`src/rtl/dial_lock.sv`:
```
module dial_lock #(
  parameter int          NUM_W     = 6,
  parameter bit          STEP1_RIGHT = 1'b1,
  parameter int unsigned STEP1_NUM = 13,
  parameter bit          STEP2_RIGHT = 1'b0,
  parameter int unsigned STEP2_NUM = 22
) (
  input  logic             clk,
  input  logic             rst,
  input  logic             op_valid,
  input  logic             op_right,
  input  logic [NUM_W-1:0] op_num,
  input  logic             relock,
  output logic             unlocked,
  output logic [1:0]       state_code
);
  localparam logic [1:0] S_IDLE = 2'b00;
  localparam logic [1:0] S_ONE  = 2'b01;
  localparam logic [1:0] S_TWO  = 2'b10;
  localparam logic [1:0] S_OPEN = 2'b11;
  localparam logic [NUM_W-1:0] K1 = NUM_W'(STEP1_NUM);
  localparam logic [NUM_W-1:0] K2 = NUM_W'(STEP2_NUM);

  logic [1:0] st, st_nx;
  logic hit1, hit2;

  assign hit1 = op_valid && (op_right == STEP1_RIGHT) && (op_num == K1);
  assign hit2 = op_valid && (op_right == STEP2_RIGHT) && (op_num == K2);

  always_comb begin
    st_nx = st;
    case (st)
      S_IDLE: if (op_valid) st_nx = hit1 ? S_ONE : S_IDLE;
      S_ONE:  if (op_valid) st_nx = hit2 ? S_TWO : (hit1 ? S_ONE : S_IDLE);
      S_TWO:  st_nx = S_OPEN;
      default: st_nx = S_OPEN;
    endcase
    if (relock) st_nx = S_IDLE;
  end

  always_ff @(posedge clk) begin
    if (rst) st <= S_IDLE;
    else     st <= st_nx;
  end

  assign state_code = st;
  assign unlocked   = (st == S_OPEN);
endmodule


```
`config.mk`:
```
export PLATFORM = sky130hd
export DESIGN_NAME = dial_lock
export DESIGN_NICKNAME = d
export VERILOG_FILES = /design/src/rtl/dial_lock.sv
export SDC_FILE = /design/constraint.sdc
export NUM_CORES = 1
export LEC_CHECK = 0
export BUFFER_PORTS_ARGS = -buffer_cell sky130_fd_sc_hd__buf_2
export CORE_AREA = 4 4 41 43
export CTS_BUF_LIST = sky130_fd_sc_hd__clkbuf_16
export DETAILED_ROUTE_END_ITERATION = 7
export DIE_AREA = 0 0 45 47
export GPL_ROUTABILITY_DRIVEN = 0
export SLEW_MARGIN = 5
export SYNTH_ARGS = -nofsm -noshare
export SYNTH_HDL_FRONTEND = slang
export SYNTH_SLANG_ARGS = --single-unit
```
`constraint.sdc`:
```
create_clock -name clk -period 0.8 [get_ports clk]
set_input_delay 0.08 -clock clk [delete_from_list [all_inputs] [get_ports clk]]
set_output_delay 0.08 -clock clk [all_outputs]
set_load 0.01 [all_outputs]
```
==> results.py, run 1 <==
metrics = {
    "sta": {
        "final-setup-viol-count": 3,
        "skew_ps": 0.833,
        "tightestPinTransition_ps": 304,
        "post-route-worst-setup-slack_ps": -148,
        "max_freq_mhz": 1050,
        "maxSlewViolCount": 0,
        "layout_min_cycle_time_ps": 948,
        "rsz_0062_raised_after_global_routing": "true",
        "final_min_period_over_clock_period_pct": 119,
        "timing.max_slew.rel_slack_pct": 79.4,
        "timing.final.hold_violations": 0,
    },
    "routing": {
        "via_per_inst": 3.63,
        "remaining_drc_errors": 0,
        "ant_nets": 0,
        "detailroute.wirelength.met2_microns": 182,
        "wl_per_cell_microns": 9.06,
        "dr.max_layer_used": "met3",
        "routed-wl-met3_microns": 72,
        "wirelength_met1_microns": 180,
        "wirelength_microns": 435,
        "dr.first_iter.drc_count": 0,
        "drt-pass1-iter-count": 1,
        "routed-via-count": 174,
    },
    "layout": {
        "diodes": 0,
        "area_growth_syn_to_layout_pct": 176,
        "final_layout_size_suffix_gt1_share_pct": 66.7,
        "final_net_count": 46,
        "largest_register_ffs": 2,
        "stdcell_count": 48,
        "fillCellCount": 148,
    },
    "logic_synthesis": {
        "synth_nets": 25,
        "synth_sequential_area_ratio_pct": 36.0,
        "yosys.cell_types.count": 11,
        "synth_seq_cells": 2,
        "synth-warning-count": 0,
        "post-synth-top-area-cell": "sky130_fd_sc_hd__dfxtp_1",
        "synth_common_cells": "sky130_fd_sc_hd__dfxtp_1 (2), sky130_fd_sc_hd__nand2_1 (2), sky130_fd_sc_hd__o21ai_0 (2)",
        "syn-cell-area_sq_um": 111,
        "synth_top_cell_area_share_pct": 36.0,
        "postSynthAreaPerCell_sq_um": 7.95,
        "synth_enable_flop_cells": 0,
        "ys_async_sr_fraction_pct": 0,
        "synthesis.instances": 14,
        "synth.area.top_cells": "sky130_fd_sc_hd__dfxtp_1 (36%), sky130_fd_sc_hd__o21ai_0 (9.0%), sky130_fd_sc_hd__or4b_1 (9.0%)",
        "synth_flop_cell": "sky130_fd_sc_hd__dfxtp_1",
    },
    "pwr": {
        "power-per-cell-area_nw_per_um2": 2880,
        "power.clock.fraction_pct": 84.3,
        "switching_share_pct": 14.0,
        "power.share.sequential_pct": 11.4,
        "report.power.total_mw": 0.885,
        "intPower_mw": 0.761,
        "p_leak_nw": 0.145,
        "ir_drop_mv": 0.618,
        "combPwrFrac_pct": 4.3,
        "switchingPower_mw": 0.124,
    },
    "clock_tree": {
        "root_buffer_selected_by_cts": "sky130_fd_sc_hd__clkbuf_16",
        "cts-root-to-sink-buffers": 2,
        "clock_latency_ps": 220,
        "tritoncts_clock_tree": "yes",
        "cts-buffers-inserted": 3,
        "cts-htree-levels": 1,
        "clkSinkCount": 2,
        "holdBufCountCts": 0,
        "clock_transition_at_the_registers_of_the_reported_paths_ps": 30,
    },
    "global_routing": {
        "globalRoute.totalOverflow": 0,
        "global_route_wire_length_before_repair_microns": 669,
        "grt_start_max_net_pins": 5,
        "first_global_vias": 192,
        "grt.total_usage_pct": 4.81,
        "antenna_found_initial": 0,
    },
    "run_status": {
        "violated_checks": "setup timing",
        "outcome": "complete, but fails checks",
    },
    "worst_setup_path": {
        "worst_setup_path_start_kind": "flop",
        "critical_path_required_ps": 720,
        "end_kind": "output pin",
        "arrival_ps": 870,
        "reg2reg_from": "state_code[0]$_SDFFE_PP0P_",
        "crit_start": "state_code[0]$_SDFFE_PP0P_",
        "critPathMaxFanout": 2,
        "critical_setup_path_kind": "reg -> out",
    },
    "hold_path": {
        "holdCritPathClass": "in -> reg",
        "min_from": "op_num[1]",
    },
    "die": {
        "placement_rows": 13,
        "die_ar_sq_um": 2120,
        "floorplan.core_area_sq_um": 1300,
        "start_util_pct": 8.56,
        "die_width_microns": 45,
        "io-pin-count": 14,
        "die_height_microns": 47,
    },
    "flow_run": {
        "maxCapViolCount": 0,
    },
    "placement": {
        "dpl.cell_count": 44,
        "portBuffers": 13,
    },
}
[per-stage QoR]
stage	utilization (%)	setup slack, ps	hold slack (ps)	TNS, ps	cell area, sq um
after CTS	23.7	-149	149	-243	308
final	23.7	-148	139	-251	308
after global placement	16.2	-93.6	370	-141	210
after global routing	23.7	-164	172	-312	308
after floorplan	-	38.2	256	0	111
after detailed placement	16.2	-110	384	-174	210
[cell families after synthesis]
logic type,count (synthesis),synth area share [%]
compound gates,3,13.5
flops,2,36.0
simple gates,9,50.6
[worst paths after layout]
check,cells past startpoint,endpoint,slack [ps]
worst max-delay path,3,unlocked,-150
worst min-delay path,3,state_code[0]$_SDFFE_PP0P_,140
worst max register to register,4,state_code[0]$_SDFFE_PP0P_,-60
worst min register to register,2,state_code[1]$_SDFFE_PP0P_,490
[worst max-delay path, stage by stage, from the launching register on]
cell and delay, ps:
sky130_fd_sc_hd__dfxtp_2 310, sky130_fd_sc_hd__buf_6 100, sky130_fd_sc_hd__and2_4 120, sky130_fd_sc_hd__buf_6 110
[layer usage]
metal	GRT usage (%)	vias to the layer above
met5	0	-
met4	7.02	0
met3	1.15	0
met2	6.78	13
met1	4.97	71
li1	-	90
[area by class of cell]
type / instances / area [sq um] / area share (%)
Tap cell: 15 / 18.8 / 6.10
Clock buffer: 3 / 75.1 / 24.4
Sequential cell: 2 / 42.5 / 13.8
Timing Repair Buffer: 16 / 97.6 / 31.7
Multi-Input combinational cell: 12 / 73.8 / 24.0
[cells in the final DEF (no fill, tap or decap)]
cell type                   synthesis  final
sky130_fd_sc_hd__and2_4             0      1
sky130_fd_sc_hd__buf_2              0     12
sky130_fd_sc_hd__buf_4              0      2
sky130_fd_sc_hd__buf_6              0      2
sky130_fd_sc_hd__clkbuf_16          0      3
sky130_fd_sc_hd__dfxtp_2            0      2
sky130_fd_sc_hd__nand2_1            2      2
sky130_fd_sc_hd__nand3_1            1      1
sky130_fd_sc_hd__nand4b_1           1      1
sky130_fd_sc_hd__nor2_1             1      1
sky130_fd_sc_hd__nor2b_1            1      1
sky130_fd_sc_hd__nor4b_1            1      1
sky130_fd_sc_hd__o21ai_0            2      1
sky130_fd_sc_hd__o21ai_1            1      2
sky130_fd_sc_hd__or4b_1             1      1
[power groups by stage]
| stage | clock network (mW) | registers (mW) | logic (mW) |
|---|---|---|---|
| 2_1_floorplan | 0 | 0.102 | 0.00706 |
| 3_3_place_gp | 0 | 0.102 | 0.0366 |
| 3_5_place_dp | 0 | 0.102 | 0.0380 |
| 4_1_cts | 0.762 | 0.101 | 0.0386 |
| 5_1_grt | 0.768 | 0.101 | 0.0437 |
| 6_report | 0.746 | 0.101 | 0.0382 |
[what timing repair did]
action,4_1_cts,5_1_grt
endpoints found under the setup margin,2,3
resized for setup,6,0
setup buffers,1,0
No activity file was read; power rests on OpenSTA's default activity.
==> run 2, diff against run 1 <==
SETUP_SLACK_MARGIN = 0.5   (was unset)
==> run 2 against run 1 <==
  * The flow still finishes with violations (setup timing)
  * Sequential share of layout area down 1.2 points
  * Clock skew about the same
  * Setup slack worse by 1.8 ps
  * First-iteration DRC count unchanged
  * Critical endpoint unchanged
  * Largest power group unchanged
==> results.py, run 2 (synthesis results as in run 1) <==
metrics = {
    "worst_setup_path": {
        "critical_path_required_ps": 720,
        "worst_setup_path_start_kind": "flop",
        "critPathMaxFanout": 3,
        "arrival_ps": 870,
        "end_kind": "output pin",
        "critical_setup_path_kind": "reg -> out",
    },
    "placement": {
        "detailedPlace.worstSlack_ps": -85.1,
        "hpwlAfterDp_microns": 312,
        "portBuffers": 13,
        "placed_cell_area_sq_um": 211,
    },
    "clock_tree": {
        "cts-htree-levels": 1,
        "clkSinkCount": 2,
        "root_buffer_selected_by_cts": "sky130_fd_sc_hd__clkbuf_16",
        "tritoncts_clock_tree": "yes",
        "cts-buffers-inserted": 3,
        "cts-root-to-sink-buffers": 2,
        "holdBufCountCts": 0,
        "clock_latency_ps": 220,
        "clock_transition_at_the_registers_of_the_reported_paths_ps": 30,
    },
    "global_routing": {
        "globalRoute.totalOverflow": 0,
        "grt_start_max_net_pins": 5,
        "first_global_vias": 155,
        "antenna_found_initial": 0,
        "grt.total_usage_pct": 4.18,
        "global_route_wire_length_before_repair_microns": 565,
    },
    "die": {
        "io-pin-count": 14,
        "die_ar_sq_um": 2120,
        "floorplan.core_area_sq_um": 1300,
        "die_width_microns": 45,
        "placement_rows": 13,
        "start_util_pct": 8.56,
        "die_height_microns": 47,
    },
    "pwr": {
        "p_leak_nw": 0.156,
        "switchingPower_mw": 0.121,
        "switching_share_pct": 13.7,
        "power.clock.fraction_pct": 84.1,
        "power-per-cell-area_nw_per_um2": 2610,
        "combPwrFrac_pct": 4.4,
        "ir_drop_mv": 0.515,
        "intPower_mw": 0.761,
        "power.share.sequential_pct": 11.4,
    },
    "sta": {
        "timing.max_slew.rel_slack_pct": 73.2,
        "maxSlewViolCount": 0,
        "layout_min_cycle_time_ps": 950,
        "rsz_0062_raised_after_global_routing": "true",
        "max_freq_mhz": 1050,
        "tightestPinTransition_ps": 397,
        "setup_tns_ps": -296,
        "final-setup-viol-count": 4,
        "final_min_period_over_clock_period_pct": 119,
        "skew_ps": 1.09,
        "worst_hold_slack_ps": 137,
        "post-route-worst-setup-slack_ps": -150,
        "timing.final.hold_violations": 0,
    },
    "layout": {
        "largest_register_ffs": 2,
        "final_util_pct": 26.0,
        "final_net_count": 48,
        "final_common_cell": "sky130_fd_sc_hd__buf_2",
        "fin_area_sq_um": 338,
        "layout.cells.most_common_list": "sky130_fd_sc_hd__buf_2 (11), sky130_fd_sc_hd__buf_6 (4), sky130_fd_sc_hd__clkbuf_16 (3), sky130_fd_sc_hd__buf_4 (3)",
        "diodes": 0,
        "final_layout_size_suffix_gt1_share_pct": 71.4,
        "area_growth_syn_to_layout_pct": 203,
    },
    "run_status": {
        "outcome": "complete, but fails checks",
        "violated_checks": "setup timing",
    },
    "routing": {
        "remaining_drc_errors": 0,
        "routed-via-count": 180,
        "dr.first_iter.drc_count": 0,
        "wirelength_microns": 424,
        "via_per_inst": 3.60,
        "ant_nets": 0,
        "drt-pass1-iter-count": 1,
        "wl_per_cell_microns": 8.48,
    },
    "hold_path": {
        "holdCritPathClass": "in -> reg",
    },
    "flow_run": {
        "maxCapViolCount": 0,
    },
}
-- run 2: critical path, stage by stage (launching register included) --
cell and delay, ps:
sky130_fd_sc_hd__dfxtp_2 310, sky130_fd_sc_hd__buf_6 110, sky130_fd_sc_hd__and2_4 130, sky130_fd_sc_hd__buf_6 110
-- run 2: per-layer routing --
layer / part of all wire, % / GRT usage [%]
met3: 16 / 2.30
met2: 35 / 4.80
met5: 0 / 0
met1: 48 / 4.74
met4: 0 / 5.26
-- run 2: final timing paths --
| path | start | endpoint | slack, ps | cells after the start |
|---|---|---|---|---|
| setup / recovery | state_code[0]$_SDFFE_PP0P_ | unlocked | -150 | 3 |
| hold / removal | op_num[1] | state_code[0]$_SDFFE_PP0P_ | 140 | 3 |
| setup reg to reg | state_code[0]$_SDFFE_PP0P_ | state_code[1]$_SDFFE_PP0P_ | -50 | 5 |
| hold reg to reg | state_code[1]$_SDFFE_PP0P_ | state_code[1]$_SDFFE_PP0P_ | 470 | 2 |
-- run 2: power by group through the flow --
| stage | logic, mW | registers [mW] | clock network [mW] |
|---|---|---|---|
| floorplan | 0.00706 | 0.102 | 0 |
| global placement | 0.0371 | 0.102 | 0 |
| detailed placement | 0.0380 | 0.102 | 0 |
| CTS | 0.0391 | 0.101 | 0.754 |
| global route | 0.0429 | 0.101 | 0.767 |
| finish | 0.0392 | 0.101 | 0.742 |
-- run 2: cell type report --
class	count	area (sq um)
clock buffer	3	75.1
fill	141	963
multi-input combinational	12	78.8
sequential	2	42.5
tap	15	18.8
timing repair buffer	18	123
-- run 2: what timing repair did --
| action | 4_1_cts | 5_1_grt |
|---|---|---|
| pin swaps | 1 | 1 |
| hold endpoints to repair | 0 | 0 |
| setup endpoints to repair | 5 | 5 |
| setup buffers | 1 | 2 |
| gates resized for setup | 4 | 4 |
-- run 2: stage by stage --
stage	power [mW]	cells
after global placement	0.139	44
final	0.882	50
after CTS	0.894	48
after global routing	0.911	50
after floorplan	0.109	14
after detailed placement	0.140	44
==> run 3, diff against run 2 <==
CELL_PAD_IN_SITES_DETAIL_PLACEMENT = 1   (was unset)
CELL_PAD_IN_SITES_GLOBAL_PLACEMENT = 1   (was unset)
HOLD_SLACK_MARGIN = 0.06   (was unset)
PLACE_DENSITY_LB_ADDON = 0.1   (was unset)
SKIP_LAST_GASP = 1   (was unset)
==> run 3 against run 2 <==
  * Utilization is 0.77 points lower
  * Sequential share of layout area increased by 0.38 points
  * Cell count decreased by 4.0%
  * Die area did not move
  * Sequential power is essentially flat
  * Clock skew down 0.60 ps
  * Global-route usage increased by 1.3 points
  * First-iteration DRC count did not move
  * Clock power grew 2%
  * Wire length up 18%
  * Combinational power up 7.9%
  * The flow still finishes with violations (setup timing)
  * Largest cell class unchanged
  * Largest power group unchanged
==> results.py, run 3 (synthesis results as in run 1) <==
metrics = {
    "run_status": {
        "outcome": "complete, but fails checks",
        "violated_checks": "setup timing",
    },
    "sta": {
        "timing.max_slew.rel_slack_pct": 82.2,
        "final_min_period_over_clock_period_pct": 108,
        "timing.final.hold_violations": 0,
        "worst_hold_slack_ps": 144,
        "skew_ps": 0.486,
        "tightestPinTransition_ps": 266,
        "rsz_0062_raised_after_global_routing": "true",
        "maxSlewViolCount": 0,
        "post-route-worst-setup-slack_ps": -67.8,
        "max_freq_mhz": 1150,
        "layout_min_cycle_time_ps": 868,
        "final-setup-viol-count": 3,
    },
    "clock_tree": {
        "cts-htree-levels": 1,
        "clkSinkCount": 2,
        "clock_latency_ps": 220,
        "root_buffer_selected_by_cts": "sky130_fd_sc_hd__clkbuf_16",
        "tritoncts_clock_tree": "yes",
        "holdBufCountCts": 0,
        "clock_transition_at_the_registers_of_the_reported_paths_ps": 30,
        "cts-root-to-sink-buffers": 2,
        "cts-buffers-inserted": 3,
    },
    "placement": {
        "placed_cell_area_sq_um": 204,
        "portBuffers": 13,
        "hpwlAfterDp_microns": 389,
    },
    "flow_run": {
        "maxCapViolCount": 0,
    },
    "hold_path": {
        "min_to": "state_code[0]$_SDFFE_PP0P_",
        "worst_hold_path.num_cells": 3,
        "min_from": "op_num[1]",
        "holdCritPathClass": "in -> reg",
    },
    "layout": {
        "fin_area_sq_um": 328,
        "fillCellCount": 171,
        "ff_latch_area_sq_um": 42.5,
        "final_net_count": 46,
        "largest_register_ffs": 2,
        "final_layout_size_suffix_gt1_share_pct": 72.7,
        "area_of_the_multi_input_gates_sq_um": 85.1,
        "final_common_cell": "sky130_fd_sc_hd__buf_2",
        "diodes": 0,
        "layout.cells.most_common_list": "sky130_fd_sc_hd__buf_2 (10), sky130_fd_sc_hd__o21ai_1 (3), sky130_fd_sc_hd__clkbuf_16 (3), sky130_fd_sc_hd__buf_6 (3), sky130_fd_sc_hd__buf_4 (3)",
        "area_growth_syn_to_layout_pct": 194,
    },
    "die": {
        "placement_rows": 13,
        "die_height_microns": 47,
        "die_width_microns": 45,
        "io-pin-count": 14,
        "start_util_pct": 8.56,
        "die_ar_sq_um": 2120,
        "floorplan.core_area_sq_um": 1300,
    },
    "routing": {
        "wirelength_microns": 499,
        "via_per_inst": 3.90,
        "wl_per_cell_microns": 10.4,
        "routed-via-count": 187,
        "remaining_drc_errors": 0,
        "dr.first_iter.drc_count": 0,
        "drt-pass1-iter-count": 1,
        "ant_nets": 0,
    },
    "worst_setup_path": {
        "worst-r2r-cell-count": 3,
        "critical_path_required_ps": 720,
        "reg2reg_from": "state_code[0]$_SDFFE_PP0P_",
        "critPathMaxFanout": 3,
        "end_kind": "output pin",
        "reg2reg_slack_ps": 70,
        "rr_endpoint": "state_code[0]$_SDFFE_PP0P_",
        "worst_setup_path_start_kind": "flop",
        "arrival_ps": 790,
        "critical_setup_path_kind": "reg -> out",
    },
    "global_routing": {
        "antenna_found_initial": 0,
        "grt.total_usage_pct": 5.44,
        "global_route_wire_length_before_repair_microns": 765,
        "first_global_vias": 195,
        "grt_start_max_net_pins": 5,
        "globalRoute.totalOverflow": 0,
    },
    "pwr": {
        "ir_drop_mv": 0.748,
        "p_leak_nw": 0.146,
        "power-per-cell-area_nw_per_um2": 2740,
    },
}
## run 3: cell count changes in the layout (fill, tap and decap cells not counted), sizes merged
cell  previous run  this run
buf             18        16
## run 3: critical path, cell delays in order (launching register included)
cell and delay (ps):
sky130_fd_sc_hd__dfxtp_2 310, sky130_fd_sc_hd__and2_4 150, sky130_fd_sc_hd__buf_6 110
## run 3: stage by stage
step / total power, mW / cells / setup TNS, ps / setup slack (ps) / util, %
2_1_floorplan: 0.109 / 14 / 0 / 38.2 / -
3_3_place_gp: 0.139 / 43 / -161 / -84.2 / 15.7
3_5_place_dp: 0.141 / 43 / -180 / -105 / 15.7
4_1_cts: 0.906 / 47 / -144 / -89.0 / 22.6
5_1_grt: 0.920 / 48 / -237 / -88.4 / 25.2
6_report: 0.899 / 48 / -186 / -67.8 / 25.2
## run 3: worst max-delay path by stage
stage | from | to | slack (ps)
finish | state_code[0]$_SDFFE_PP0P_ | unlocked | -70
global route | state_code[1]$_SDFFE_PP0P_ | unlocked | -90
CTS | state_code[0]$_SDFFE_PP0P_ | unlocked | -90
detailed placement | op_num[1] | state_code[0]$_SDFFE_PP0P_ | -100
global placement | op_right | state_code[1]$_SDFFE_PP0P_ | -80
floorplan | state_code[0]$_SDFFE_PP0P_ | state_code[0]$_SDFFE_PP0P_ | 40
## run 3: final cells by class
| class | count | area share (%) |
|---|---|---|
| clock buffers | 3 | 22.9 |
| repair buffers | 16 | 32.4 |
| multi-input cells | 12 | 26.0 |
| well taps | 15 | 5.73 |
| flip-flops and latches | 2 | 13.0 |
## run 3: what timing repair did
action / 4_1_cts / 5_1_grt
resized for setup: 4 / 5
pin swaps: 2 / 1
setup buffers: 1 / 1
hold endpoints to repair: 0 / 0
endpoints found under the setup margin: 5 / 5
cloned: 0 / 0
## run 3: where the power goes
group | internal (mW) | switching [mW]
registers | 0.101 | 0.0000387
clock network | 0.636 | 0.119
logic | 0.0256 | 0.0167
total | 0.763 | 0.136
## run 3: routing by layer
layer	part of all wire (%)	global-route usage (%)	vias up
li1	-	-	90
met1	38	6.33	84
met2	52	8.19	11
met3	6.4	1.15	2
met4	3.6	5.26	0
met5	0	0	-
